`config.mk`:
```
export PLATFORM = sky130hd
export DESIGN_NAME = bytelane_edac_seq
export DESIGN_NICKNAME = d
export VERILOG_FILES = /design/src/rtl/bles_pkg.sv /design/src/rtl/bles_seq_fsm.sv /design/src/rtl/bles_addr_gen.sv /design/src/rtl/bles_lane_mux.sv /design/src/rtl/bytelane_edac_seq.sv
export SDC_FILE = /design/constraint.sdc
export NUM_CORES = 1
export LEC_CHECK = 0
export BUFFER_PORTS_ARGS = -buffer_cell sky130_fd_sc_hd__buf_2
export CAP_MARGIN = 0
export CORE_ASPECT_RATIO = 1.4
export CORE_MARGIN = 4
export CORE_UTILIZATION = 55
export CTS_BUF_LIST = sky130_fd_sc_hd__clkbuf_8
export DETAILED_ROUTE_END_ITERATION = 8
export MAX_ROUTING_LAYER = met4
export PLACE_DENSITY = 0.94
export SYNTH_ARGS = -nofsm -noshare
export SYNTH_HDL_FRONTEND = slang
export SYNTH_SLANG_ARGS = --single-unit
```
`constraint.sdc`:
```
create_clock -name clk -period 4.1 [get_ports clk]
set_clock_uncertainty 0.05 [all_clocks]
set_input_delay 0.615 -clock clk [delete_from_list [all_inputs] [get_ports clk]]
set_output_delay 0.615 -clock clk [all_outputs]
set_load 0.02 [all_outputs]
```
`src/rtl/bles_pkg.sv`:
```
package bles_pkg;

    localparam int WORD_BYTES = 4;
    localparam int BEATS      = WORD_BYTES + 1;
    localparam int BEAT_W     = $clog2(BEATS);

    typedef logic [BEAT_W-1:0] beat_t;

    localparam beat_t CB_BEAT = beat_t'(WORD_BYTES);

    typedef enum logic {
        ST_IDLE = 1'b0,
        ST_XFER = 1'b1
    } seq_state_e;

    typedef struct packed {
        logic        write;
        logic [31:0] wdata;
        logic [7:0]  wcb;
    } op_t;

    // Big-endian lane pick: beat 0 is the most significant byte.
    function automatic logic [7:0] lane_byte(input logic [31:0] w, input beat_t b);
        logic [7:0] r;
        case (b)
            beat_t'(0): r = w[31:24];
            beat_t'(1): r = w[23:16];
            beat_t'(2): r = w[15:8];
            default:    r = w[7:0];
        endcase
        return r;
    endfunction

endpackage

```
`src/rtl/bles_seq_fsm.sv`:
```
module bles_seq_fsm
    import bles_pkg::*;
(
    input  logic       clk,
    input  logic       rst,
    input  logic       req_valid,
    input  logic       req_sdram,
    input  logic       mem_rdy,
    output seq_state_e state,
    output beat_t      beat,
    output logic       accept,
    output logic       last_hs,
    output logic       ack,
    output logic       err
);

    seq_state_e state_q;
    beat_t      beat_q;
    logic       ack_q;
    logic       err_q;

    assign accept  = (state_q == ST_IDLE) && req_valid && !ack_q;
    assign last_hs = (state_q == ST_XFER) && mem_rdy && (beat_q == CB_BEAT);

    always_ff @(posedge clk) begin
        if (rst) begin
            state_q <= ST_IDLE;
            beat_q  <= '0;
            ack_q   <= 1'b0;
            err_q   <= 1'b0;
        end else begin
            ack_q <= 1'b0;
            err_q <= 1'b0;
            case (state_q)
                ST_IDLE: begin
                    if (accept) begin
                        if (req_sdram) begin
                            ack_q <= 1'b1;
                            err_q <= 1'b1;
                        end else begin
                            state_q <= ST_XFER;
                            beat_q  <= '0;
                        end
                    end
                end
                ST_XFER: begin
                    if (mem_rdy) begin
                        if (beat_q == CB_BEAT) begin
                            state_q <= ST_IDLE;
                            beat_q  <= '0;
                            ack_q   <= 1'b1;
                        end else begin
                            beat_q <= beat_q + beat_t'(1);
                        end
                    end
                end
                default: state_q <= ST_IDLE;
            endcase
        end
    end

    assign state = state_q;
    assign beat  = beat_q;
    assign ack   = ack_q;
    assign err   = err_q;

    assert_beat_range_R2: assert property (@(posedge clk) disable iff (rst)
        beat_q <= CB_BEAT);

    assert_ack_pulse_R7: assert property (@(posedge clk) disable iff (rst)
        ack_q |=> !ack_q);

    assert_err_with_ack_R9: assert property (@(posedge clk) disable iff (rst)
        err_q |-> ack_q);

    assert_beat_hold_R6: assert property (@(posedge clk) disable iff (rst)
        (state_q == ST_XFER) && !mem_rdy |=> (state_q == ST_XFER) && $stable(beat_q));

endmodule

```
`src/rtl/bles_addr_gen.sv`:
```
module bles_addr_gen
    import bles_pkg::*;
#(
    parameter int BANK_AW = 28,
    localparam int IDX_W  = BANK_AW - 2
) (
    input  logic [IDX_W-1:0]   word_idx,
    input  beat_t              beat,
    output logic [BANK_AW-1:0] addr
);

    logic [BANK_AW-1:0] data_addr;
    logic [BANK_AW-1:0] cb_addr;

    // Data bytes ascend from 4n; the checkbit byte mirrors down from the
    // top of the bank: all-ones minus n, i.e. the inverted zero-extended index.
    assign data_addr = {word_idx, beat[1:0]};
    assign cb_addr   = ~{2'b00, word_idx};
    assign addr      = (beat == CB_BEAT) ? cb_addr : data_addr;

endmodule

```
`src/rtl/bles_lane_mux.sv`:
```
module bles_lane_mux
    import bles_pkg::*;
(
    input  logic        clk,
    input  logic        rst,
    input  op_t         op,
    input  beat_t       beat,
    input  logic        capture,
    input  logic [7:0]  rdata,
    output logic [7:0]  wbyte,
    output logic [31:0] word_out,
    output logic [7:0]  cb_out
);

    logic [7:0] byte_q [WORD_BYTES];
    logic [7:0] cb_q;

    assign wbyte = !op.write        ? 8'h00 :
                   (beat == CB_BEAT) ? op.wcb :
                                       lane_byte(op.wdata, beat);

    for (genvar g = 0; g < WORD_BYTES; g++) begin : g_lane
        always_ff @(posedge clk) begin
            if (rst) begin
                byte_q[g] <= '0;
            end else if (capture && beat == beat_t'(g)) begin
                byte_q[g] <= rdata;
            end
        end
        assign word_out[31-8*g -: 8] = byte_q[g];
    end

    always_ff @(posedge clk) begin
        if (rst) begin
            cb_q <= '0;
        end else if (capture && beat == CB_BEAT) begin
            cb_q <= rdata;
        end
    end

    assign cb_out = cb_q;

endmodule

```
`src/rtl/bytelane_edac_seq.sv`:
```
module bytelane_edac_seq
    import bles_pkg::*;
#(
    parameter int BANK_AW = 28,
    localparam int IDX_W  = BANK_AW - 2
) (
    input  logic               clk,
    input  logic               rst,
    input  logic               req_valid,
    input  logic               req_write,
    input  logic               req_sdram,
    input  logic [IDX_W-1:0]   req_word,
    input  logic [31:0]        req_wdata,
    input  logic [7:0]         req_wcb,
    output logic               req_ack,
    output logic               req_err,
    output logic               rd_valid,
    output logic [31:0]        rd_word,
    output logic [7:0]         rd_cb,
    output logic               mem_cs,
    output logic               mem_we,
    output logic               mem_oe,
    output logic [BANK_AW-1:0] mem_addr,
    output logic [7:0]         mem_wdata,
    input  logic [7:0]         mem_rdata,
    input  logic               mem_rdy
);

    seq_state_e         state;
    beat_t              beat;
    logic               accept;
    logic               last_hs;
    op_t                op_q;
    logic [IDX_W-1:0]   idx_q;
    logic               rdv_q;
    logic               in_xfer;

    bles_seq_fsm u_fsm (
        .clk       (clk),
        .rst       (rst),
        .req_valid (req_valid),
        .req_sdram (req_sdram),
        .mem_rdy   (mem_rdy),
        .state     (state),
        .beat      (beat),
        .accept    (accept),
        .last_hs   (last_hs),
        .ack       (req_ack),
        .err       (req_err)
    );

    always_ff @(posedge clk) begin
        if (rst) begin
            op_q  <= '0;
            idx_q <= '0;
            rdv_q <= 1'b0;
        end else begin
            if (accept) begin
                op_q.write <= req_write;
                op_q.wdata <= req_wdata;
                op_q.wcb   <= req_wcb;
                idx_q      <= req_word;
            end
            rdv_q <= last_hs && !op_q.write;
        end
    end

    assign in_xfer = (state == ST_XFER);

    bles_addr_gen #(.BANK_AW(BANK_AW)) u_addr (
        .word_idx (idx_q),
        .beat     (beat),
        .addr     (mem_addr)
    );

    bles_lane_mux u_lane (
        .clk      (clk),
        .rst      (rst),
        .op       (op_q),
        .beat     (beat),
        .capture  (in_xfer && mem_rdy && !op_q.write),
        .rdata    (mem_rdata),
        .wbyte    (mem_wdata),
        .word_out (rd_word),
        .cb_out   (rd_cb)
    );

    assign mem_cs   = in_xfer;
    assign mem_we   = in_xfer && op_q.write;
    assign mem_oe   = in_xfer && !op_q.write;
    assign rd_valid = rdv_q;

    assert_cs_held_R4: assert property (@(posedge clk) disable iff (rst)
        mem_cs && !(mem_rdy && beat == CB_BEAT) |=> mem_cs);

    assert_one_strobe_R4: assert property (@(posedge clk) disable iff (rst)
        mem_cs ? (mem_we ^ mem_oe) : !(mem_we || mem_oe));

    assert_hold_R6: assert property (@(posedge clk) disable iff (rst)
        mem_cs && !mem_rdy |=> mem_cs && $stable(mem_addr) && $stable(mem_wdata));

    assert_ack_after_last_R7: assert property (@(posedge clk) disable iff (rst)
        req_ack && !req_err |-> $past(mem_cs && mem_rdy) && !mem_cs);

    assert_rdvalid_R8: assert property (@(posedge clk) disable iff (rst)
        rd_valid |-> req_ack && !req_err);

    assert_reject_quiet_R9: assert property (@(posedge clk) disable iff (rst)
        req_err |-> !mem_cs && !rd_valid);

endmodule

```
* Yosys cells after proc, flatten, opt, wreduce, memory -nomap -nowiden
Memories as Yosys holds them, arrays and structs flattened.
Cells that the tools add are included.
** Operators by class
- Eq/ne operators :: 7
- $add $sub $neg :: 1
- Bitwise operators :: 6
- Muxes and demuxes :: 37
- Reductions and logical operators :: 18
** Operators by type and width (count)
- 2-to-1 mux 8 bit :: 6
- 2-to-1 mux 28 bit :: 1
- inverter 26 -> 28 bit :: 1
- case mux 8 bit (3 select lines) :: 1
- 2-to-1 mux 1 bit :: 22
- logical AND 1 bit :: 13
- 2-to-1 mux 3 bit :: 4
- == test 3 x 2 -> 1 bit, second input constant :: 2
- inequality test 2 bit, second input constant :: 3
- case mux 3 bit (2 select lines) :: 1
- bitwise OR 1 bit :: 4
- case mux 1 bit (2 select lines) :: 2
- adder 3 x 1 -> 3 bit, second input constant :: 1
- == test 3 x 1 -> 1 bit, second input constant :: 1
- == test 3 bit, second input constant :: 1
- zero test 3 bit :: 1
- AND reduction 3 bit :: 1
- zero test 1 bit :: 2
- OR reduction 2 bit :: 1
- inverter 1 bit :: 1
** Word-level totals
- Memories kept :: 1
- Memory bits (writable) :: 32
- Logic and storage cells :: 80
- Flip-flop bits (word level) :: 82
- Output and inout port bits :: 82
** Memory list
- u_lane.byte_q :: words 4, bits a word 8, rd ports 4, clocked after Yosys merged registers in 0, write ports 4, line bles_lane_mux.sv:15 : logic [7:0] byte_q [WORD_BYTES];

* Logic depth before layout (Yosys ltp)
Gate-level depths: netlist of the first run.
- Depth after elaboration :: 7
- Gate-level depth with buffers :: 6
- Depth with buffers taken out :: 5

* Cells and area by module
A second synthesis of the first run with hierarchy kept.
** Second synthesis, totals
- Cell total of the unflattened synthesis :: 480
- Area total of the unflattened synthesis :: 5207.5 um2
** By module, submodules not included
- bytelane_edac_seq :: instances 1, cells each 222, sequential area each 1361.3 um2, area each 2454.9 um2
- bles_lane_mux :: instances 1, cells each 180, sequential area each 1121.1 um2, area each 2055.7 um2
- bles_addr_gen :: instances 1, cells each 47, sequential area each 0.0 um2, area each 405.4 um2
- bles_seq_fsm :: instances 1, cells each 31, sequential area each 120.1 um2, area each 291.5 um2

* Worst setup path before layout of the first run
No wires, ideal clock.
- Kind :: register -> output
- From :: reg u_fsm.beat_q[1] (netlist: u_fsm.beat[1])
- To :: out mem_wdata[0]
- Arrival :: 1.669 ns
- Setup slack :: 1.766 ns
- Cell stages (with the launch flop) :: 7
- Data required time :: 3.435 ns
- Cells stage by stage :: dfxtp_1 -> inv_1 -> ha_1 -> clkbuf_1 -> nor3_1 -> o21ai_0 -> a21oi_1
** On the way
- Cells in the longest elaborated chain, start to end :: 4
- Elaborated cells between the ends (all ways) :: 7
** Ends and longest elaborated chain
- from (decl) :: line bles_seq_fsm.sv:18 : beat_t beat_q;
- from (signal assigned) :: line bles_seq_fsm.sv:53 : beat_q <= beat_q + beat_t'(1);
- == test 3 x 2 -> 1 bit, or another cell as far along :: line bles_pkg.sv:25 : case (b)
- case mux 8 bit (3 select lines) :: line bles_pkg.sv:25
- 2-to-1 mux 8 bit (*) :: line bles_lane_mux.sv:19 : (beat == CB_BEAT) ? op.wcb :
- 2-to-1 mux 8 bit (*) :: line bles_lane_mux.sv:18 : assign wbyte = !op.write ? 8'h00 :
- to (decl) :: line bytelane_edac_seq.sv:24 : output logic [7:0] mem_wdata,
Every way passes the cells marked *; elsewhere a longest branch is shown, timed or not.

* Final worst setup path of the first run
Same ends and word-level chain as after synthesis.

==> results.ini, run 1 <==
[grt]
grt_overflow_total = 0
antenna_found_initial = 2
grt_pass1_wl_um = 19880
grt_pass1_vias = 4321
grt_use_total_pct = 25.21
grt_max_degree = 68

[pwr]
power_density_nw_per_um2 = 437.4
ir_drop_uv = 329.8
leakage_uw = 0.002626

[worst_setup_path]
critPathKind = flip-flop to primary output
reg2reg_to = u_lane.byte_q[0][2]$_SDFFCE_PN0P_
crit_start = u_fsm.beat[1]$_SDFFE_PP0P_
arrival_ns = 2.76
crit_fanout = 63
endpoint_kind = primary output
crit_path_start_kind = flip-flop
r2r-start = u_fsm.state$_SDFF_PP0_
reg2reg_slack_ns = 1.93
worstPathRequired_ns = 3.43
r2r_cells = 3

[clock_tree]
cts-buffers-inserted = 17
cts_setup_buffers = 0
htreeDepth = 4
clk_pin_slew_ns = 0.07
cts_resized = 0
cts_max_path_buffers = 2
clkLatencyLatePin_ns = 0.43
ctsHoldBuffers = 0
cts_tree = done
numClockSinks = 114
root_buffer = clkbuf_8

[floorplan]
dieArea_um2 = 10370
ios = 162
die_y_um = 118.9
core_region_area_um2 = 8558
num_rows = 40
start_util_pct = 56.45
die_w_um = 87.21

[place]
dp_hpwl_um = 9174
io_buffer_count = 161
dp_slack_ns = 1.119
placed_cell_area_um2 = 5582
place_congestion = 0.8489

[drt]
routed_wl_um = 12820
ant_nets = 0
firstDrtPassIters = 5
drc = 0
via_count = 4516
vias_per_cell = 5.534
drtIter0Drc = 310
routedWlPerCell_um = 15.71

[yosys]
yosys.cell_types.count = 30
yosys_warnings = 0
syn_inst = 556
synth_area_um2 = 4831
seq_area_frac_synth_pct = 53.87
syn_area_per_cell_um2 = 8.689
syn-num-nets = 641
synth-seq-cells = 114

[sta]
rsz0062_at_grt = no
fin_crit_sh_pct = 83.51
relSlewSlack_pct = 34.31
period_minus_slack_ns = 3.424
setup_viol = 0
hold_violations = 0
tightestPinTransition_ns = 0.9854
setup_tns_ns = 0
fin_ws_ns = 0.6762
holdWs_ns = 0.3696
drv_slew = 0
max_clock_freq_mhz = 292.1

[finish]
drive_gt1_share_pct = 28.07
fin_area_um2 = 5996
seqCellArea_um2 = 2603
syn2layout_area_growth_pct = 24.11
multiInputGateArea_um2 = 1992
nets = 781
n_fill_cell = 690
final_util_pct = 70.06

[worst_hold_path]
hold_path.class = input port to flip-flop
worstHoldStart = req_wdata[18]
holdPathStages = 3
hold_end = op_q[26]$_SDFFE_PP0P_

[outcome]
status = complete, no violations

[run]
drv_cap = 0

-- layout make-up --
| type | instances | share of cell area [%] |
|---|---|---|
| clock inverter | 15 | 2.922 |
| inverter | 4 | 0.2504 |
| multi-input combinational | 395 | 33.22 |
| tap | 105 | 2.191 |
| sequential | 114 | 43.41 |
| timing repair buffer | 164 | 14.02 |
| antenna | 2 | 0.08347 |
| clock buffer | 17 | 3.902 |
-- synthesized netlist by cell type (all sizes together) --
cell    number  area, um2
nor3         2      10.01
a221oi       8      70.07
and4         2      17.52
a41o         2      20.02
nor2         2      7.510
a22o         8      70.07
nand3b       1      7.510
o21ai       50      250.2
clkbuf      23      86.33
edfxtp      32      960.9
dfxtp       82       1642
nand2b       3      18.77
and3         2      12.51
nor3b        1      18.77
nor4b        1      23.77
a21oi       88      440.4
and2        34      212.7
nand2      164      615.6
ha           5      62.56
nor2b        2      12.51
inv          4      15.01
or4b         1      10.01
buf         20      137.6
or3b         1      8.760
nand3       14      70.07
a31o         2      17.52
or3          2      12.51
-- cell usage in the layout (no fill, tap or decap), drive strengths merged, types with 3 or more instances in the layout --
master / Yosys / layout
a21oi: 88 / 88
a221oi: 8 / 8
a22o: 8 / 8
and2: 34 / 34
buf: 20 / 164
bufinv: 0 / 4
clkbuf: 23 / 17
clkinv: 0 / 8
dfxtp: 82 / 82
edfxtp: 32 / 32
ha: 5 / 5
inv: 4 / 7
nand2: 164 / 164
nand2b: 3 / 3
nand3: 14 / 14
o21ai: 50 / 50
-- metrics by stage --
stage | std cells | total power, uW
global placement | 782 | 1548
floorplan | 556 | 1456
detailed placement | 782 | 1562
global route | 816 | 2724
CTS | 814 | 2637
finish | 816 | 2622
-- registers in the layout, indices dropped and copies added, names as in the netlist --
signal,count
op_q,41
u_fsm.ack,1
u_fsm.beat,3
u_fsm.state,1
u_fsm.err,1
u_lane.cb_out,8
idx_q,26
u_lane.byte_q,32
rd_valid,1
-- cell families after synthesis --
| kind of cell | synth area share [%] |
|---|---|
| buffers and inverters | 4.947 |
| adder cells (fa/ha/maj) | 1.295 |
| AO/OA/AOI/OAI | 17.97 |
| flip-flops | 53.87 |
| AND/OR/NAND/NOR | 21.91 |
-- how the worst max path moves through the flow --
stage | endpoint | cells past startpoint
2_1_floorplan | mem_wdata[0] | 6
3_3_place_gp | mem_addr[13] | 5
3_5_place_dp | mem_wdata[0] | 6
4_1_cts | mem_wdata[0] | 6
5_1_grt | mem_addr[13] | 5
6_report | mem_wdata[0] | 6
-- where the power goes --
| part | switching, uW | leakage [uW] | internal (uW) | total, uW |
|---|---|---|---|---|
| registers | 34.7 | 0.00100 | 1210 | 1250 |
| logic | 187 | 0.00140 | 105 | 291 |
| clock network | 435 | 0.000226 | 647 | 1080 |
| total | 656 | 0.00263 | 1970 | 2620 |
-- metal layers --
metal  share of wire [%]  routed length (um)  vias up  global-route usage (%)
met1                  38                4846     2091                   27.06
met2                  51                6506      202                   41.16
met3                 7.1                 912       41                   6.920
met5                   0                   0        -                       -
met4                 4.4                 558        0                   14.40
li1                    -                   -     2182                       -
-- worst max-delay path, stage by stage (launching register included) --
cell	delay, ns
dfxtp_1	0.36
inv_1	0.10
ha_1	0.50
nand2_2	0.65
o21ai_0	0.45
a21oi_1	0.08
buf_2	0.17
(Power assumes the default switching activity.)
==> run 2, diff against run 1 <==
--- a/config.mk
+++ b/config.mk
@@ -9,11 +9,11 @@
 export CAP_MARGIN = 0
 export CORE_ASPECT_RATIO = 1.4
 export CORE_MARGIN = 4
-export CORE_UTILIZATION = 55
+export CORE_UTILIZATION = 52
 export CTS_BUF_LIST = sky130_fd_sc_hd__clkbuf_8
 export DETAILED_ROUTE_END_ITERATION = 8
 export MAX_ROUTING_LAYER = met4
-export PLACE_DENSITY = 0.94
+export PLACE_DENSITY = 0.9
 export SYNTH_ARGS = -nofsm -noshare
 export SYNTH_HDL_FRONTEND = slang
 export SYNTH_SLANG_ARGS = --single-unit
==> constraint.sdc (replaced) <==
create_clock -name clk -period 3.4 [get_ports clk]
set_clock_uncertainty 0.05 [all_clocks]
set_input_delay 0.51 -clock clk [delete_from_list [all_inputs] [get_ports clk]]
set_output_delay 0.51 -clock clk [all_outputs]
set_load 0.02 [all_outputs]
==> results.ini, run 2 (synthesized netlist as in run 1, its figures left out) <==
[place]
io_buffer_count = 161
dp_hpwl_um = 9440
place_congestion = 0.8362

[clock_tree]
htreeDepth = 4
clkLatencyLatePin_ns = 0.42
root_buffer = clkbuf_8
ctsHoldBuffers = 0
clk_pin_slew_ns = 0.07
cts_setup_buffers = 0
cts_tree = done
numClockSinks = 114
cts-buffers-inserted = 17
cts_max_path_buffers = 2
cts_resized = 0

[sta]
hold_violations = 0
max_clock_freq_mhz = 322.2
setup_viol = 0
fin_crit_sh_pct = 91.29
drv_slew = 0
tightestPinTransition_ns = 0.7281
relSlewSlack_pct = 51.46
setup_tns_ns = 0
period_minus_slack_ns = 3.104
rsz0062_at_grt = no

[worst_setup_path]
endpoint_kind = primary output
crit_path_start_kind = flip-flop
crit_fanout = 35
worstPathRequired_ns = 2.84
arrival_ns = 2.54
reg2reg_slack_ns = 1.26
critPathKind = flip-flop to primary output
r2r_cells = 3

[drt]
drtIter0Drc = 348
firstDrtPassIters = 5
ant_nets = 0
via_count = 4457
vias_per_cell = 5.422
routedWlPerCell_um = 15.54
routed_wl_um = 12780
drc = 0

[finish]
drive_gt1_share_pct = 28.39
n_fill_cell = 723
final_common_cell = nand2_1
largest-register = op_q
largestRegisters = op_q: 41 flops, u_lane.byte_q: 32 flops, idx_q: 26 flops
syn2layout_area_growth_pct = 25.95
nets = 787
layout_common_cells = nand2_1, buf_2, a21oi_1, dfxtp_1, o21ai_0
antenna_cells = 0
largest_reg_flops = 41

[run]
drv_cap = 0

[pwr]
ir_drop_uv = 336.2
p_sw_share_pct = 23.88
pwr-share-seq_pct = 45.5
p_int_uw = 2520
clkPwrFrac_pct = 43.9
combPwrFrac_pct = 10.6
leakage_uw = 0.002666
power_density_nw_per_um2 = 544.1
power.total_uw = 3311
switchingPower_uw = 790.4

[outcome]
status = complete, no violations

[grt]
grt_overflow_total = 0
grt_pass1_wl_um = 19610
grt_use_total_pct = 24.31
grt_pass1_vias = 4295
antenna_found_initial = 0
grt_max_degree = 44

[floorplan]
die_y_um = 122.0
start_util_pct = 53.51
die_w_um = 89.46
ios = 162
core_region_area_um2 = 9029
dieArea_um2 = 10920
num_rows = 41

[worst_hold_path]
hold_path.class = input port to flip-flop
holdPathStages = 3

[run 2: power groups by stage]
stage                     combinational (uW)  clock [uW]  sequential [uW]
after floorplan                          212           0             1540
after global placement                   338           0             1530
after detailed placement                 349           0             1540
after CTS                                351        1470             1510
after global routing                     389        1530             1510
final                                    350        1450             1510
[run 2: worst paths after layout]
path / start / to
worst max-delay path: u_fsm.beat[0]$_SDFFE_PP0P_ / mem_addr[1]
worst min-delay path: req_word[8] / idx_q[8]$_SDFFE_PP0P_
worst max register to register: u_fsm.state$_SDFF_PP0_ / u_lane.byte_q[0][1]$_SDFFCE_PN0P_
worst min register to register: op_q[15]$_SDFFE_PP0P_ / op_q[15]$_SDFFE_PP0P_
[run 2: worst max-delay path, cell delays in order, from the launching register on]
cell and delay, ns:
dfxtp_1 0.35, inv_1 0.10, ha_1 0.53, nand2_2 0.43, buf_12 0.30, o21ai_0 0.19
buf_2 0.21
[run 2: layout make-up]
class                   count  area (um2)  area share [%]
clock inverters            15       221.5           3.640
inverters                   4       15.01          0.2468
multi-input cells         395        1992           32.74
repair buffers            170       885.9           14.56
well taps                 107       133.9           2.200
flip-flops and latches    114        2603           42.77
clock buffers              17       234.0           3.845
[run 2: through the flow]
step | setup slack, ns | instance area [um2] | hold WS (ns) | std cells | utilization [%]
after CTS | 0.3094 | 6085 | 0.2487 | 822 | 67.39
after global placement | 0.8921 | 5629 | 0.3915 | 790 | 62.35
after global routing | 0.09713 | 6085 | 0.2534 | 822 | 67.39
after detailed placement | 0.7678 | 5629 | 0.3966 | 790 | 62.35
final | 0.2962 | 6085 | 0.2700 | 822 | 67.39
after floorplan | 1.171 | 4831 | 0.3829 | 556 | -
[run 2: per-layer routing]
layer	global-route usage, %	part of all wire [%]	vias to the layer above
met2	40.77	53	166
met4	12.20	3.2	0
met1	26.96	38	2069
met3	4.804	5.7	32
met5	-	0	-
li1	-	-	2190
==> run 3, diff against run 2 <==
--- a/config.mk
+++ b/config.mk
@@ -13,7 +13,7 @@
 export CTS_BUF_LIST = sky130_fd_sc_hd__clkbuf_8
 export DETAILED_ROUTE_END_ITERATION = 8
 export MAX_ROUTING_LAYER = met4
-export PLACE_DENSITY = 0.9
+export PLACE_DENSITY = 0.82
 export SYNTH_ARGS = -nofsm -noshare
 export SYNTH_HDL_FRONTEND = slang
 export SYNTH_SLANG_ARGS = --single-unit
==> results.ini, run 3 (synthesized netlist as in run 1, its figures left out) <==
[outcome]
status = complete, no violations

[grt]
antenna_found_initial = 0
grt_overflow_total = 0
grt_pass1_wl_um = 19740
grt_use_total_pct = 24.23
grt_pass1_vias = 4175
grt_max_degree = 62

[worst_setup_path]
arrival_ns = 2.56
cp_top_family = buffers and inverters
critPathBufInv = 3
crit_fanout = 33
slowest_delay_ns = 0.47
worstPathRequired_ns = 2.84
path_cells = inv_1 -> ha_1 -> nand2_2 -> buf_4 -> o21ai_0 -> buf_2
endpoint_kind = primary output
critPathKind = flip-flop to primary output
crit_path_start_kind = flip-flop
slowest_stage = ha_1

[pwr]
power_density_nw_per_um2 = 496.0
power.total_uw = 2949
ir_drop_uv = 433.2
leakage_uw = 0.002595

[clock_tree]
clkLatencyLatePin_ns = 0.43
cts_tree = done
numClockSinks = 114
cts_max_path_buffers = 2
cts_resized = 0
cts_setup_buffers = 0
ctsHoldBuffers = 0
htreeDepth = 4
cts-buffers-inserted = 17
clk_pin_slew_ns = 0.07
root_buffer = clkbuf_8

[drt]
drc = 0
firstDrtPassIters = 5
routed_wl_um = 12520
drtIter0Drc = 301
ant_nets = 0
routedWlPerCell_um = 15.30
via_count = 4415
vias_per_cell = 5.397

[place]
dp_hpwl_um = 9181
placed_cell_area_um2 = 5599
place_congestion = 0.8595
io_buffer_count = 161

[floorplan]
die_w_um = 89.46
die_y_um = 122.0
core_region_area_um2 = 9029
dieArea_um2 = 10920
ios = 162
num_rows = 41
start_util_pct = 53.51

[finish]
largest_reg_flops = 41
nets = 783
final_common_cell = nand2_1
drive_gt1_share_pct = 28.13
n_fill_cell = 780
fin_area_um2 = 5946
syn2layout_area_growth_pct = 23.08
antenna_cells = 0
largestRegisters = op_q: 41 flops, u_lane.byte_q: 32 flops, idx_q: 26 flops
layout_common_cells = nand2_1, buf_2, a21oi_1, dfxtp_1, o21ai_0
largest-register = op_q

[sta]
setup_viol = 0
period_minus_slack_ns = 3.115
max_clock_freq_mhz = 321.0
setup_tns_ns = 0
fin_crit_sh_pct = 91.63
drv_slew = 0
rsz0062_at_grt = no
relSlewSlack_pct = 41.96
hold_violations = 0
tightestPinTransition_ns = 0.8706

[run]
drv_cap = 0

[worst_hold_path]
hold_path.class = input port to flip-flop

## run 3: cell types whose count changed in the layout (fill, tap and decap cells not counted), sizes merged
cell      change
bufinv        -5
clkinvlp      +1
clkinv        +3
buf           -4
clkbuf        +1
## run 3: per-stage QoR
stage | hold WS, ns | utilization (%) | std cells | setup slack, ns
after floorplan | 0.3829 | - | 556 | 1.171
after global placement | 0.3915 | 62.02 | 786 | 0.8882
after CTS | 0.2343 | 65.85 | 818 | 0.3299
final | 0.2591 | 65.85 | 818 | 0.2846
after detailed placement | 0.3974 | 62.02 | 786 | 0.7926
after global routing | 0.2420 | 65.85 | 818 | 0.08417
## run 3: per-layer routing
layer,up-vias,global-route usage [%],wire [um]
li1,2176,-,-
met1,2040,27.44,4757
met2,176,39.90,6521
met3,23,6.360,891
met4,0,10.34,348
met5,-,-,0
## run 3: area by class of cell
type,instances,area (um2),area share (%)
Timing Repair Buffer,166,855.8,14.39
Inverter,4,15.01,0.2525
Tap cell,107,133.9,2.252
Clock inverter,14,98.84,1.662
Clock buffer,18,247.7,4.167
Sequential cell,114,2603,43.77
Multi-Input combinational cell,395,1992,33.50
## run 3: worst paths after layout
check | endpoint | from | slack [ns] | depth (start not counted)
worst max-delay path | mem_addr[16] | u_fsm.beat[0]$_SDFFE_PP0P_ | 0.28 | 6
worst min-delay path | idx_q[9]$_SDFFE_PP0P_ | req_word[9] | 0.26 | 3
worst max register to register | u_lane.byte_q[0][2]$_SDFFCE_PN0P_ | u_fsm.state$_SDFF_PP0_ | 1.25 | 3
worst min register to register | op_q[25]$_SDFFE_PP0P_ | op_q[25]$_SDFFE_PP0P_ | 0.41 | 2
## run 3: worst min-delay path, stage by stage
cell and delay (ns):
buf_2 0.09, nand2_1 0.04, a21oi_1 0.05
## run 3: power breakdown
group	internal (uW)	switching, uW	total (uW)	leakage [uW]
clock network	576	518	1090	0.000185
registers	1460	42.9	1510	0.00100
logic	127	220	347	0.00141
